**config.mk**
```make
export PLATFORM = sky130hd
export DESIGN_NAME = mdio_autopoll
export DESIGN_NICKNAME = d
export VERILOG_FILES = /design/src/rtl/mdio_autopoll_pkg.sv /design/src/rtl/mdio_clock_gen.sv /design/src/rtl/poll_gap_timer.sv /design/src/rtl/mdio_frame_shifter.sv /design/src/rtl/poll_status_track.sv /design/src/rtl/mdio_autopoll.sv
export SDC_FILE = /design/constraint.sdc
export NUM_CORES = 1
export LEC_CHECK = 0
export CAP_MARGIN = 20
export CORE_UTILIZATION = 60
export DETAILED_ROUTE_END_ITERATION = 10
export GPL_TIMING_DRIVEN = 0
export PLACE_DENSITY = 0.92
export SLEW_MARGIN = 40
export SYNTH_ARGS = -nofsm -noshare
export SYNTH_HDL_FRONTEND = slang
export SYNTH_SLANG_ARGS = --single-unit
```
**constraint.sdc**
```tcl
create_clock -name clk -period 4.8 [get_ports clk]
set_clock_uncertainty 0.1 [all_clocks]
set_input_delay 0.48 -clock clk [delete_from_list [all_inputs] [get_ports clk]]
set_output_delay 0.48 -clock clk [all_outputs]
set_load 0.005 [all_outputs]
```
**src/rtl/mdio_autopoll_pkg.sv**
```systemverilog
package mdio_autopoll_pkg;

    localparam int FRAME_BITS = 64;
    localparam int PRE_BITS   = 32;
    localparam int HDR_BITS   = 14;
    localparam int TA_FIRST   = PRE_BITS + HDR_BITS;
    localparam int DATA_FIRST = TA_FIRST + 2;
    localparam int DATA_W     = 16;
    localparam int ADDR_W     = 5;
    localparam int IDX_W      = $clog2(FRAME_BITS) + 1;
    localparam int GAP_SEL_W  = 3;
    localparam int GAP_CNT_W  = (2 ** GAP_SEL_W - 1) + 5;

    localparam logic [ADDR_W-1:0] STATUS_REG = 5'd1;

    typedef struct packed {
        logic [ADDR_W-1:0] phy;
        logic [ADDR_W-1:0] regad;
    } poll_target_t;

    typedef enum logic [1:0] {
        PH_PREAMBLE,
        PH_HEADER,
        PH_RELEASE
    } bit_phase_e;

    function automatic bit_phase_e phase_of(input logic [IDX_W-1:0] idx);
        if (int'(idx) < PRE_BITS)
            return PH_PREAMBLE;
        else if (int'(idx) < TA_FIRST)
            return PH_HEADER;
        return PH_RELEASE;
    endfunction

    function automatic logic [HDR_BITS-1:0] header_of(input poll_target_t t);
        return {2'b01, 2'b10, t.phy, t.regad};
    endfunction

    function automatic logic [GAP_CNT_W-1:0] gap_periods(input logic [GAP_SEL_W-1:0] sel);
        int unsigned sh;
        sh = int'(sel) + 4;
        if (sel == '0)
            return '0;
        return GAP_CNT_W'(1) << sh;
    endfunction

endpackage

```
**src/rtl/mdio_clock_gen.sv**
```systemverilog
module mdio_clock_gen #(
    parameter int HALF_CYCLES = 2
) (
    input  logic clk,
    input  logic rst,
    output logic mdc,
    output logic rise_tick,
    output logic fall_tick
);
    localparam int CW = (HALF_CYCLES > 1) ? $clog2(HALF_CYCLES) : 1;
    localparam logic [CW-1:0] LAST = CW'(HALF_CYCLES - 1);

    logic [CW-1:0] cnt;
    logic          wrap;

    assign wrap      = (cnt == LAST);
    assign rise_tick = wrap && !mdc;
    assign fall_tick = wrap && mdc;

    always_ff @(posedge clk) begin
        if (rst) begin
            cnt <= '0;
            mdc <= 1'b0;
        end else if (wrap) begin
            cnt <= '0;
            mdc <= ~mdc;
        end else begin
            cnt <= cnt + 1'b1;
        end
    end
endmodule

```
**src/rtl/poll_gap_timer.sv**
```systemverilog
module poll_gap_timer
    import mdio_autopoll_pkg::*;
(
    input  logic                 clk,
    input  logic                 rst,
    input  logic                 run,
    input  logic                 fall_tick,
    input  logic                 busy,
    input  logic                 frame_end,
    input  logic [GAP_SEL_W-1:0] gap_sel,
    output logic                 start_ok
);
    logic [GAP_CNT_W-1:0] remain;

    assign start_ok = run && (remain == '0);

    always_ff @(posedge clk) begin
        if (rst) begin
            remain <= '0;
        end else if (frame_end) begin
            remain <= gap_periods(gap_sel);
        end else if (!run) begin
            remain <= '0;
        end else if (fall_tick && !busy && remain != '0) begin
            remain <= remain - 1'b1;
        end
    end
endmodule

```
**src/rtl/mdio_frame_shifter.sv**
```systemverilog
module mdio_frame_shifter
    import mdio_autopoll_pkg::*;
(
    input  logic              clk,
    input  logic              rst,
    input  logic              rise_tick,
    input  logic              fall_tick,
    input  logic              start_ok,
    input  poll_target_t      target,
    input  logic              mdio_i,
    output logic              mdio_o,
    output logic              mdio_oe,
    output logic              busy,
    output logic              frame_end,
    output logic              rd_done,
    output logic [DATA_W-1:0] rd_word
);
    localparam logic [IDX_W-1:0] LAST_IDX   = IDX_W'(FRAME_BITS - 1);
    localparam logic [IDX_W-1:0] DATA_IDX   = IDX_W'(DATA_FIRST);

    logic [IDX_W-1:0]    bit_idx;
    logic [IDX_W-1:0]    next_idx;
    logic [HDR_BITS-1:0] hdr_sr;
    logic [DATA_W-1:0]   data_sr;

    assign next_idx  = bit_idx + 1'b1;
    assign frame_end = fall_tick && busy && (bit_idx == LAST_IDX);
    assign rd_word   = data_sr;

    // drive side: every transition happens on the falling MDC edge
    always_ff @(posedge clk) begin
        if (rst) begin
            busy    <= 1'b0;
            bit_idx <= '0;
            hdr_sr  <= '0;
            mdio_o  <= 1'b1;
            mdio_oe <= 1'b0;
        end else if (fall_tick) begin
            if (!busy) begin
                if (start_ok) begin
                    busy    <= 1'b1;
                    bit_idx <= '0;
                    hdr_sr  <= header_of(target);
                    mdio_o  <= 1'b1;
                    mdio_oe <= 1'b1;
                end
            end else if (bit_idx == LAST_IDX) begin
                busy    <= 1'b0;
                mdio_o  <= 1'b1;
                mdio_oe <= 1'b0;
            end else begin
                bit_idx <= next_idx;
                unique case (phase_of(next_idx))
                    PH_PREAMBLE: begin
                        mdio_o  <= 1'b1;
                        mdio_oe <= 1'b1;
                    end
                    PH_HEADER: begin
                        mdio_o  <= hdr_sr[HDR_BITS-1];
                        mdio_oe <= 1'b1;
                        hdr_sr  <= {hdr_sr[HDR_BITS-2:0], 1'b0};
                    end
                    default: begin
                        mdio_o  <= 1'b1;
                        mdio_oe <= 1'b0;
                    end
                endcase
            end
        end
    end

    // sample side: data bits captured on the rising MDC edge
    always_ff @(posedge clk) begin
        if (rst) begin
            data_sr <= '0;
            rd_done <= 1'b0;
        end else begin
            rd_done <= 1'b0;
            if (rise_tick && busy && bit_idx >= DATA_IDX) begin
                data_sr <= {data_sr[DATA_W-2:0], mdio_i};
                if (bit_idx == LAST_IDX)
                    rd_done <= 1'b1;
            end
        end
    end
endmodule

```
**src/rtl/poll_status_track.sv**
```systemverilog
module poll_status_track
    import mdio_autopoll_pkg::*;
#(
    parameter int LINK_BIT = 2
) (
    input  logic              clk,
    input  logic              rst,
    input  logic              rd_done,
    input  logic [DATA_W-1:0] rd_word,
    output logic [DATA_W-1:0] status_word,
    output logic              status_valid,
    output logic              status_changed,
    output logic              link_down
);
    always_ff @(posedge clk) begin
        if (rst) begin
            status_word    <= '0;
            status_valid   <= 1'b0;
            status_changed <= 1'b0;
            link_down      <= 1'b0;
        end else begin
            status_changed <= 1'b0;
            if (rd_done) begin
                status_word    <= rd_word;
                status_valid   <= 1'b1;
                status_changed <= status_valid && (rd_word != status_word);
                link_down      <= !rd_word[LINK_BIT];
            end
        end
    end
endmodule

```
**src/rtl/mdio_autopoll.sv**
```systemverilog
module mdio_autopoll
    import mdio_autopoll_pkg::*;
#(
    parameter int MDC_HALF = 2,
    parameter int LINK_BIT = 2
) (
    input  logic                 clk,
    input  logic                 rst,
    input  logic                 poll_en,
    input  logic                 phy_present,
    input  logic [ADDR_W-1:0]    phy_addr,
    input  logic [GAP_SEL_W-1:0] gap_sel,
    input  logic                 use_alt_reg,
    input  logic [ADDR_W-1:0]    alt_reg_addr,
    input  logic                 mdio_i,
    output logic                 mdc,
    output logic                 mdio_o,
    output logic                 mdio_oe,
    output logic                 frame_busy,
    output logic [DATA_W-1:0]    status_word,
    output logic                 status_valid,
    output logic                 status_changed,
    output logic                 link_down
);
    logic              rise_tick, fall_tick;
    logic              run, start_ok, frame_end, rd_done;
    logic [DATA_W-1:0] rd_word;
    poll_target_t      target;

    assign run          = poll_en && phy_present;
    assign target.phy   = phy_addr;
    assign target.regad = use_alt_reg ? alt_reg_addr : STATUS_REG;

    mdio_clock_gen #(.HALF_CYCLES(MDC_HALF)) u_clk (
        .clk       (clk),
        .rst       (rst),
        .mdc       (mdc),
        .rise_tick (rise_tick),
        .fall_tick (fall_tick)
    );

    poll_gap_timer u_gap (
        .clk       (clk),
        .rst       (rst),
        .run       (run),
        .fall_tick (fall_tick),
        .busy      (frame_busy),
        .frame_end (frame_end),
        .gap_sel   (gap_sel),
        .start_ok  (start_ok)
    );

    mdio_frame_shifter u_frm (
        .clk       (clk),
        .rst       (rst),
        .rise_tick (rise_tick),
        .fall_tick (fall_tick),
        .start_ok  (start_ok),
        .target    (target),
        .mdio_i    (mdio_i),
        .mdio_o    (mdio_o),
        .mdio_oe   (mdio_oe),
        .busy      (frame_busy),
        .frame_end (frame_end),
        .rd_done   (rd_done),
        .rd_word   (rd_word)
    );

    poll_status_track #(.LINK_BIT(LINK_BIT)) u_trk (
        .clk            (clk),
        .rst            (rst),
        .rd_done        (rd_done),
        .rd_word        (rd_word),
        .status_word    (status_word),
        .status_valid   (status_valid),
        .status_changed (status_changed),
        .link_down      (link_down)
    );
endmodule

```
* Word level (Yosys, flattened, before mapping)
Index checks and enable logic that the tools add are counted.
** Storage, ports and cells
- Bits in registers :: 74
- Logic and storage cells :: 97
- Output and inout port bits :: 23
- Input port bits :: 19
** Operators by class
- Shift operators :: 1
- $lt $le $gt $ge :: 3
- Equal/unequal tests :: 6
- Bitwise gates (word level) :: 3
- Reduce and logical (&&, ||, !) cells :: 26
- Mux-type cells :: 40
- $add $sub $neg :: 4
** Operators by type and width (count)
- 12-bit two-way mux :: 5
- 14-bit two-way mux :: 4
- 1-bit by 32-bit << shifter with 12-bit output (first input constant) :: 1
- 7-bit two-way mux :: 3
- 1-bit two-way mux :: 20
- 16-bit != test :: 1
- 7-bit by 6-bit < comparator with 1-bit output (second input constant) :: 2
- 2-bit two-way mux :: 7
- 12-bit logical NOT :: 1
- 12-bit nonzero test :: 1
- 12-bit by 1-bit subtractor with 12-bit output (second input constant) :: 1
- 1-bit logical AND :: 11
- 2-bit OR reduction :: 4
- 7-bit by 1-bit adder with 7-bit output (second input constant) :: 1
- 7-bit by 6-bit == test with 1-bit output (second input constant) :: 1
- 7-bit by 6-bit greater-or-equal comparator with 1-bit output (second input constant) :: 1
- 5-bit two-way mux :: 1
- 3-bit by 3-bit adder with 4-bit output (second input constant) :: 1
- 2-bit != test (second input constant) :: 2
- 4-bit AND reduction :: 1
- 1-bit logical NOT :: 3
- 3-bit logical NOT :: 1
- 3-bit != test (second input constant) :: 1
- 1-bit inverter :: 3
- other kinds (6) :: 6

* Depth between registers and ports, before layout
Gate-level depths: netlist (run 1).
- Depth in word-level cells :: 18
- Depth in mapped cells :: 10
- Gate-level depth less buffers :: 8

* Modules after synthesis
From an unflattened synthesis (run 1), not the netlist that was laid out.
** Second synthesis, totals
- Cells, all modules :: 450
- Area total of the unflattened synthesis :: 3822.4 um^2
** Modules (own cells, without submodules)
- mdio_frame_shifter :: area an instance 2088.3 um^2, instances 1, cells an instance 255, seq. area each 820.8 um^2
- poll_status_track :: area an instance 822.0 um^2, instances 1, cells an instance 82, seq. area each 380.4 um^2
- poll_gap_timer :: area an instance 804.5 um^2, instances 1, cells an instance 100, seq. area each 240.2 um^2
- mdio_clock_gen :: area an instance 70.1 um^2, instances 1, cells an instance 7, seq. area each 40.0 um^2
- mdio_autopoll :: area an instance 37.5 um^2, instances 1, cells an instance 6, seq. area each 0.0 um^2

* Worst setup path before layout (run 1)
OpenSTA, ideal clock, no wires.
- Path type :: reg-to-reg
- Start point :: reg u_frm.bit_idx[1]
- End point :: reg u_frm.hdr_sr[2]
- Setup time :: 122 ps
- Path buffers :: 1
- Clock period less this slack :: 2235 ps
- Cell stages (with the launch flop) :: 8
- Required time :: 4578 ps
- Slack :: 2565 ps
- Arrival time :: 2014 ps
- Cells stage by stage :: dfxtp_1 > buf_4 > nand2_1 > or3_1 > or2_2 > a31o_4 > a31o_1 > a221o_1
** On the way
- Longest elaborated chain between the ends :: 16
- Elaborated cells on any way between the ends :: 20
- Those cells by class :: add/sub: 1; order compare: 2; eq/ne: 4; mux: 12; reduce/logical: 1
** RTL lines
- start: declaration :: line mdio_frame_shifter.sv:21 : logic [IDX_W-1:0] bit_idx;
- start signal: assignment :: line mdio_frame_shifter.sv:52 : bit_idx <= next_idx;
- 7-bit by 1-bit adder with 7-bit output :: line mdio_frame_shifter.sv:26 : assign next_idx = bit_idx + 1'b1;
- 7-bit by 6-bit < comparator with 1-bit output :: line mdio_autopoll_pkg.sv:30 : else if (int'(idx) < TA_FIRST)
- 1-bit two-way mux :: line mdio_autopoll_pkg.sv:30
- 1-bit two-way mux :: line mdio_autopoll_pkg.sv:28 : if (int'(idx) < PRE_BITS)
- 1-bit two-way mux :: line mdio_frame_shifter.sv:47 : end else if (bit_idx == LAST_IDX) begin
- 1-bit two-way mux :: line mdio_frame_shifter.sv:39 : if (!busy) begin
- 1-bit two-way mux :: line mdio_frame_shifter.sv:38 : end else if (fall_tick) begin
- 1-bit two-way mux :: line mdio_frame_shifter.sv:32 : if (rst) begin
- 2-bit two-way mux :: line mdio_autopoll_pkg.sv:32 : return PH_RELEASE;
- 2-bit two-way mux :: line mdio_frame_shifter.sv:47
- 2-bit two-way mux :: line mdio_frame_shifter.sv:39
- 2-bit two-way mux :: line mdio_frame_shifter.sv:38
- 2-bit two-way mux :: line mdio_frame_shifter.sv:32
- 2-bit by 1-bit == test with 1-bit output :: line mdio_frame_shifter.sv:53 : unique case (phase_of(next_idx))
- 2-bit != test (no source line)
- 4-bit AND reduction (no source line) *
- end signal: assignment :: line mdio_frame_shifter.sv:43 : hdr_sr <= header_of(target);
- end signal: assignment :: line mdio_frame_shifter.sv:61 : hdr_sr <= {hdr_sr[HDR_BITS-2:0], 1'b0};
- end: declaration :: line mdio_frame_shifter.sv:23 : logic [HDR_BITS-1:0] hdr_sr;
Mark *: on every way between the ends. The rest lies on a longest branch, timed or not. The select of a mux whose other input is x is not followed.
A chain may end at the register's enable or synchronous reset.

* Worst setup path in the final report (run 1)
- Start point :: reg u_gap.remain[2]
- End point :: reg u_frm.hdr_sr[9]
** On the way
- Longest elaborated chain between the ends :: 4
** RTL lines
- start: declaration :: line poll_gap_timer.sv:13 : logic [GAP_CNT_W-1:0] remain;
- start signal: assignment :: line poll_gap_timer.sv:21 : remain <= gap_periods(gap_sel);
- start signal: assignment :: line poll_gap_timer.sv:25 : remain <= remain - 1'b1;
- 12-bit logical NOT :: line poll_gap_timer.sv:15 : assign start_ok = run && (remain == '0);
- 1-bit logical AND :: line poll_gap_timer.sv:15
- 2-bit nonzero test (no source line)
- 4-bit AND reduction (no source line)
No other way between the ends.

==> results_dict.tcl, run 1 <==
set metrics [dict create \
    power_mw 1.306 \
    syn_area_per_cell_um2 8.776 \
    numCtsBuffers 9 \
    worst_setup_path_start_kind "register" \
    ys.flop_type "dfxtp_1" \
    cts_resized 0 \
    drc 0 \
    clkTransAtPathRegs_ns 0.08 \
    yosysUniqueCellTypes 54 \
    cp.buffers_inverters 2 \
    clkSinkCount 74 \
    grt_pass1_wl_mm 14.75 \
    yosysSeqAreaShare_pct 40.67 \
    hp-class "reg2reg" \
    final_common_cell "dfxtp_1" \
    initial_utilization_pct 61.88 \
    die_w_um 79.91 \
    endpoint_kind "register" \
    cts_buffer_depth 2 \
    io_buffers 41 \
    min_from "u_trk.status_valid" \
    final-instance-count-excl-fill 547 \
    min_path_cells 2 \
    grt_usage_pct 30.27 \
    globalplace.congestion 0.8951 \
    cts_hold_buf 0 \
    synth-edff-count 0 \
    cp_common_cell "buf_6" \
    fillers 406 \
    crit_path_max_incr_delay_ns 0.72 \
    finalCritPeriodShare_pct 53.53 \
    worstReg2RegEnd "u_frm.hdr_sr[9]" \
    crit_required_ns 4.97 \
    crit_chain "nor4_1 -> and4b_1 -> buf_6 -> o21ai_4 -> a211oi_4 -> buf_6 -> nor2_1 -> a211oi_2" \
    final_cell_mix "dfxtp_1, nor2_1, clkdlybuf4s50_1, mux2i_1, nand2_1" \
    setup_tns_ns 0 \
    status "completed" \
    irDropWorstVdd_mv 0.2477 \
    regToRegSetupSlack_ns 2.23 \
    max-slew-margin-rel_pct 44.07 \
    rows 28 \
    n_antenna_cell 0 \
    gr-total-overflow 0 \
    h-tree-depth 3 \
    dpl.hpwl_mm 6.170 \
    drtPass1Iterations 5 \
    cp_top_family "simple AND/OR/NAND/NOR gates" \
    fmax_ghz 0.3892 \
    cts_tree "built" \
    power_leakage_nw 1.430 \
    crit_type "reg2reg" \
    grt_antenna_before_repair 0 \
    grt_max_degree 14 \
    dp_cells 531 \
    maxSlewViolCount 0 \
    nets 490 \
    via_per_inst 6.084 \
    drt-initial-drc-count 302 \
    synth_fp_nets 438 \
    synth_warnings 0 \
    finalCriticalPeriod_ns 2.570 \
    slowest_stage "nor4_1" \
    rsz0062_at_grt "false" \
    syn2layout_area_growth_pct 20.44 \
    synth_area_mm2 0.003642 \
    min_to "u_trk.status_changed" \
    netlist_instances 415 \
    clk-insertion-delay-late_ns 0.36 \
    grt_pass1_vias 3210 \
    core_mm2 0.005886 \
    drive_above_1_share_pct 8.051 \
    hold_viol 0 \
    routed_wl_mm 9.072 \
    io_pins 42 \
    cp.arrival_ns 2.74 \
    die_y_um 79.91 \
    tightestPinTransition_ns 0.8389 \
    vias 3328 \
    die-area_mm2 0.006386 \
    ys_seq_elements 74 \
    reg2reg_from "u_gap.remain[2]" \
    power.density_mw_per_mm2 297.8 \
    setup_viol 0 \
    post_drt_wl_per_cell_um 16.59 \
    utilization_pct 74.53 \
    rr_worst_depth 8 \
    ant_nets 0 \
    cts_root_buffer "clkbuf_8" \
    async_flop_share_pct 0 \
    path_max_fanout 10 \
    postCtsSetupBuffers 0 \
    drv_cap 0 \
]
[worst max path at each step]
stage,from,endpoint,slack (ns),cells after the start
after global placement,poll_en,u_frm.hdr_sr[2],2.28,8
after CTS,u_gap.remain[2],u_frm.hdr_sr[9],2.26,8
after global routing,u_frm.busy,u_frm.rd_word[4],2.05,7
after detailed placement,poll_en,u_frm.hdr_sr[2],2.27,8
final,u_gap.remain[2],u_frm.hdr_sr[9],2.23,8
after floorplan,u_frm.bit_idx[1],u_frm.hdr_sr[2],2.56,7
[cell usage after synthesis, types with 4 or more instances]
cell type,number,area (um2)
xnor2_1,18,157.7
nand3_1,13,65.06
nand2b_1,4,25.02
dfxtp_1,74,1481
nor2_1,56,210.2
mux2i_1,37,370.4
and3_1,5,31.28
nor4_1,6,37.54
nand2_1,27,101.4
nand4_1,9,56.30
a31oi_1,8,50.05
a22oi_1,4,30.03
clkbuf_1,17,63.81
a221o_1,4,40.04
a211oi_2,5,62.56
a211oi_1,5,37.54
o21ai_0,20,100.1
nor3_1,14,70.07
ha_1,4,50.05
inv_1,12,45.04
and2_1,4,25.02
a21oi_1,19,95.09
[where the power goes]
part,switching (mW),total (mW),internal [mW]
logic,0.0499,0.0874,0.0375
clock network,0.248,0.593,0.345
registers,0.00646,0.626,0.619
total,0.304,1.31,1.00
[logic make-up (layout without fill, tap and decap cells)]
kind of cell / count (synthesis) / in the layout / synth area share, %
xor gates and xnor gates: 21 / 21 / 5.050
buffers and inverters: 39 / 96 / 4.740
AOI/OAI and AO/OA: 86 / 86 / 17.38
and+or+nand+nor: 154 / 154 / 20.61
muxes: 37 / 37 / 10.17
DFF: 74 / 74 / 40.67
adders and majority gates: 4 / 4 / 1.374
[registers in the layout, summed over array words and instances, names as in the netlist, 7 cells and up]
register	flops
u_frm.rd_word	16
u_gap.remain	12
u_frm.bit_idx	7
u_trk.status_word	16
u_frm.hdr_sr	14
[tightest hold or removal path, stage by stage, from the launching register on]
cell and delay [ns]:
dfxtp_1 0.33, nand2_1 0.06, nor3_1 0.03
[final cells by class]
class,instances,area (um2),area share (%)
Tap cell,75,93.84,2.139
Inverter,12,45.04,1.027
Clock inverter,7,116.4,2.653
Multi-Input combinational cell,302,1988,45.32
Clock buffer,9,123.9,2.824
Sequential cell,74,1481,33.77
Buffer,27,127.6,2.909
Timing Repair Buffer,41,410.4,9.355
[metal layers]
metal	track usage, %	up-vias	part of all wire [%]
li1	-	1594	-
met1	35.83	1574	43
met2	51.37	128	48
met3	5.600	32	5.7
met4	16.79	0	3.4
met5	0	-	0
[metrics by stage]
stage / hold slack (ns) / worst slack, ns / cell area (um2)
floorplan: 0.3363 / 2.565 / 3642
global placement: 0.3492 / 2.280 / 4146
detailed placement: 0.3465 / 2.272 / 4146
CTS: 0.3581 / 2.258 / 4387
global route: 0.3837 / 2.053 / 4387
finish: 0.3568 / 2.230 / 4387
No activity file was read; power rests on OpenSTA's default activity.
==> inputs of run 2 (changes only) <==
--- a/config.mk
+++ b/config.mk
@@ -6,10 +6,10 @@
 export NUM_CORES = 1
 export LEC_CHECK = 0
 export CAP_MARGIN = 20
-export CORE_UTILIZATION = 60
+export CORE_UTILIZATION = 56
 export DETAILED_ROUTE_END_ITERATION = 10
 export GPL_TIMING_DRIVEN = 0
-export PLACE_DENSITY = 0.92
+export PLACE_DENSITY = 0.87
 export SLEW_MARGIN = 40
 export SYNTH_ARGS = -nofsm -noshare
 export SYNTH_HDL_FRONTEND = slang
==> constraint.sdc (replaced) <==
create_clock -name clk -period 2.6 [get_ports clk]
set_clock_uncertainty 0.1 [all_clocks]
set_input_delay 0.26 -clock clk [delete_from_list [all_inputs] [get_ports clk]]
set_output_delay 0.26 -clock clk [all_outputs]
set_load 0.005 [all_outputs]
==> run 2 against run 1 <==
  * Power up 65%
  * Combinational power rose by 80%
  * Clock power increased by 43%
  * Worst hold slack better by 0.0098 ns
==> results_dict.tcl, run 2 (synthesis gave the netlist of run 1 again) <==
set metrics [dict create \
    seq_area_mm2 0.001481 \
    p_comb_share_pct 7.3 \
    min_path_cells 2 \
    rsz0062_at_grt "false" \
    status "completed" \
    h-tree-depth 3 \
    die_w_um 82.65 \
    multi_input_area_mm2 0.001988 \
    post_drt_wl_per_cell_um 15.62 \
    final_common_cell "dfxtp_1" \
    grt_usage_pct 26.80 \
    nets 489 \
    io_pins 42 \
    crit_required_ns 2.74 \
    die_y_um 82.65 \
    globalplace.congestion 0.8829 \
    fillers 489 \
    reg2reg_from "u_gap.remain[2]" \
    min_from "u_trk.status_valid" \
    power.density_mw_per_mm2 498.7 \
    grt_max_degree 16 \
    drtPass1Iterations 5 \
    drt-initial-drc-count 221 \
    grt_pass1_vias 3078 \
    pwr-share-seq_pct 53.4 \
    hold_viol 0 \
    syn2layout_area_growth_pct 18.93 \
    initial_utilization_pct 57.69 \
    clkTransAtPathRegs_ns 0.09 \
    dp_cells 533 \
    p_sw_uw 586.2 \
    worst_setup_path_start_kind "register" \
    finalCritPeriodShare_pct 94.98 \
    endpoint_kind "register" \
    final_area_mm2 0.004332 \
    ant_nets 0 \
    max-slew-margin-rel_pct 46.56 \
    vias 3289 \
    switching_share_pct 27.14 \
    grt_pass1_wl_mm 13.93 \
    irDropWorstVdd_mv 0.4194 \
    drc 0 \
    p_int_mw 1.574 \
    finalCriticalPeriod_ns 2.470 \
    utilization_pct 68.61 \
    n_antenna_cell 0 \
    grt_antenna_before_repair 0 \
    power_leakage_nw 1.406 \
    drive_above_1_share_pct 8.493 \
    placed_cell_area_mm2 0.004149 \
    postCtsSetupBuffers 0 \
    final-instance-count-excl-fill 548 \
    drv_cap 0 \
    setup_viol 0 \
    gr-total-overflow 0 \
    setup_tns_ns 0 \
    hp-class "reg2reg" \
    numCtsBuffers 9 \
    maxSlewViolCount 0 \
    clkSinkCount 74 \
    cts_buffer_depth 2 \
    dpl.hpwl_mm 6.001 \
    cts_tree "built" \
    io_buffers 41 \
    cp.arrival_ns 2.61 \
    cts_root_buffer "clkbuf_8" \
    core_mm2 0.006314 \
    rows 29 \
    path_max_fanout 7 \
    clk-insertion-delay-late_ns 0.36 \
    via_per_inst 6.002 \
    crit_type "reg2reg" \
    startpoint "u_gap.remain[2]" \
    routed_wl_mm 8.560 \
    final_cell_mix "dfxtp_1, nor2_1, clkdlybuf4s50_1, mux2i_1, nand2_1" \
    rr_worst_depth 7 \
    power_mw 2.160 \
    fmax_ghz 0.4049 \
    clkPwrFrac_pct 39.3 \
    tightestPinTransition_ns 0.8017 \
    die-area_mm2 0.006830 \
]
-- run 2: changes by cell type in the layout (fill, tap and decap cells not counted), sizes merged --
| cell | before | now |
|---|---|---|
| inv | 13 | 15 |
| clkbuf | 26 | 25 |
| bufinv | 3 | 0 |
| clkinv | 2 | 3 |
-- run 2: final cells by class --
type,count,share of cell area (%)
Timing Repair Buffer,41,9.474
Clock buffer,9,2.860
Multi-Input combinational cell,302,45.90
Buffer,26,2.917
Tap cell,77,2.224
Sequential cell,74,34.20
Clock inverter,7,1.386
Inverter,12,1.040
-- run 2: per-layer routing --
metal / vias to the layer above / track usage (%) / wire (um) / share of wire [%]
met3: 20 / 5.055 / 555 / 6.5
met4: 0 / 12.07 / 175 / 2.0
met5: - / 0 / 0 / 0
met1: 1556 / 33.99 / 3728 / 44
met2: 126 / 43.93 / 4100 / 48
li1: 1587 / - / - / -
-- run 2: power by group through the flow --
| stage | Clock [mW] | Combinational (mW) | Sequential [mW] |
|---|---|---|---|
| 5_1_grt | 0.908 | 0.172 | 1.16 |
| 4_1_cts | 0.855 | 0.155 | 1.15 |
| 3_3_place_gp | 0 | 0.150 | 1.18 |
| 3_5_place_dp | 0 | 0.154 | 1.18 |
| 6_report | 0.848 | 0.157 | 1.15 |
| 2_1_floorplan | 0 | 0.0924 | 1.18 |
-- run 2: through the flow --
step / hold WS (ns) / worst slack [ns]
2_1_floorplan: 0.2987 / 0.3648
3_3_place_gp: 0.3462 / 0.1863
3_5_place_dp: 0.3585 / 0.1142
4_1_cts: 0.3718 / 0.1091
5_1_grt: 0.3982 / 0.01323
6_report: 0.3666 / 0.1305
-- run 2: worst paths after layout --
check	end	slack (ns)
max	u_frm.hdr_sr[2]	0.13
min reg2reg	u_trk.status_changed	0.37
min	u_trk.status_changed	0.37
max reg2reg	u_frm.hdr_sr[2]	0.13
-- run 2: timing repair --
item | in CTS | in global routing
gates resized for setup | 0 | 4
setup endpoints to repair | 0 | 16
hold buffers | 0 | 0
endpoints found under the hold margin | 0 | 0
-- run 2: critical path: stages, from the launching register on --
cell and delay [ns]:
dfxtp_1 0.35, nor4_1 0.65, and4b_1 0.32, buf_6 0.13, o21a_4 0.17, a21oi_2 0.06
a31o_1 0.22, a221o_1 0.36
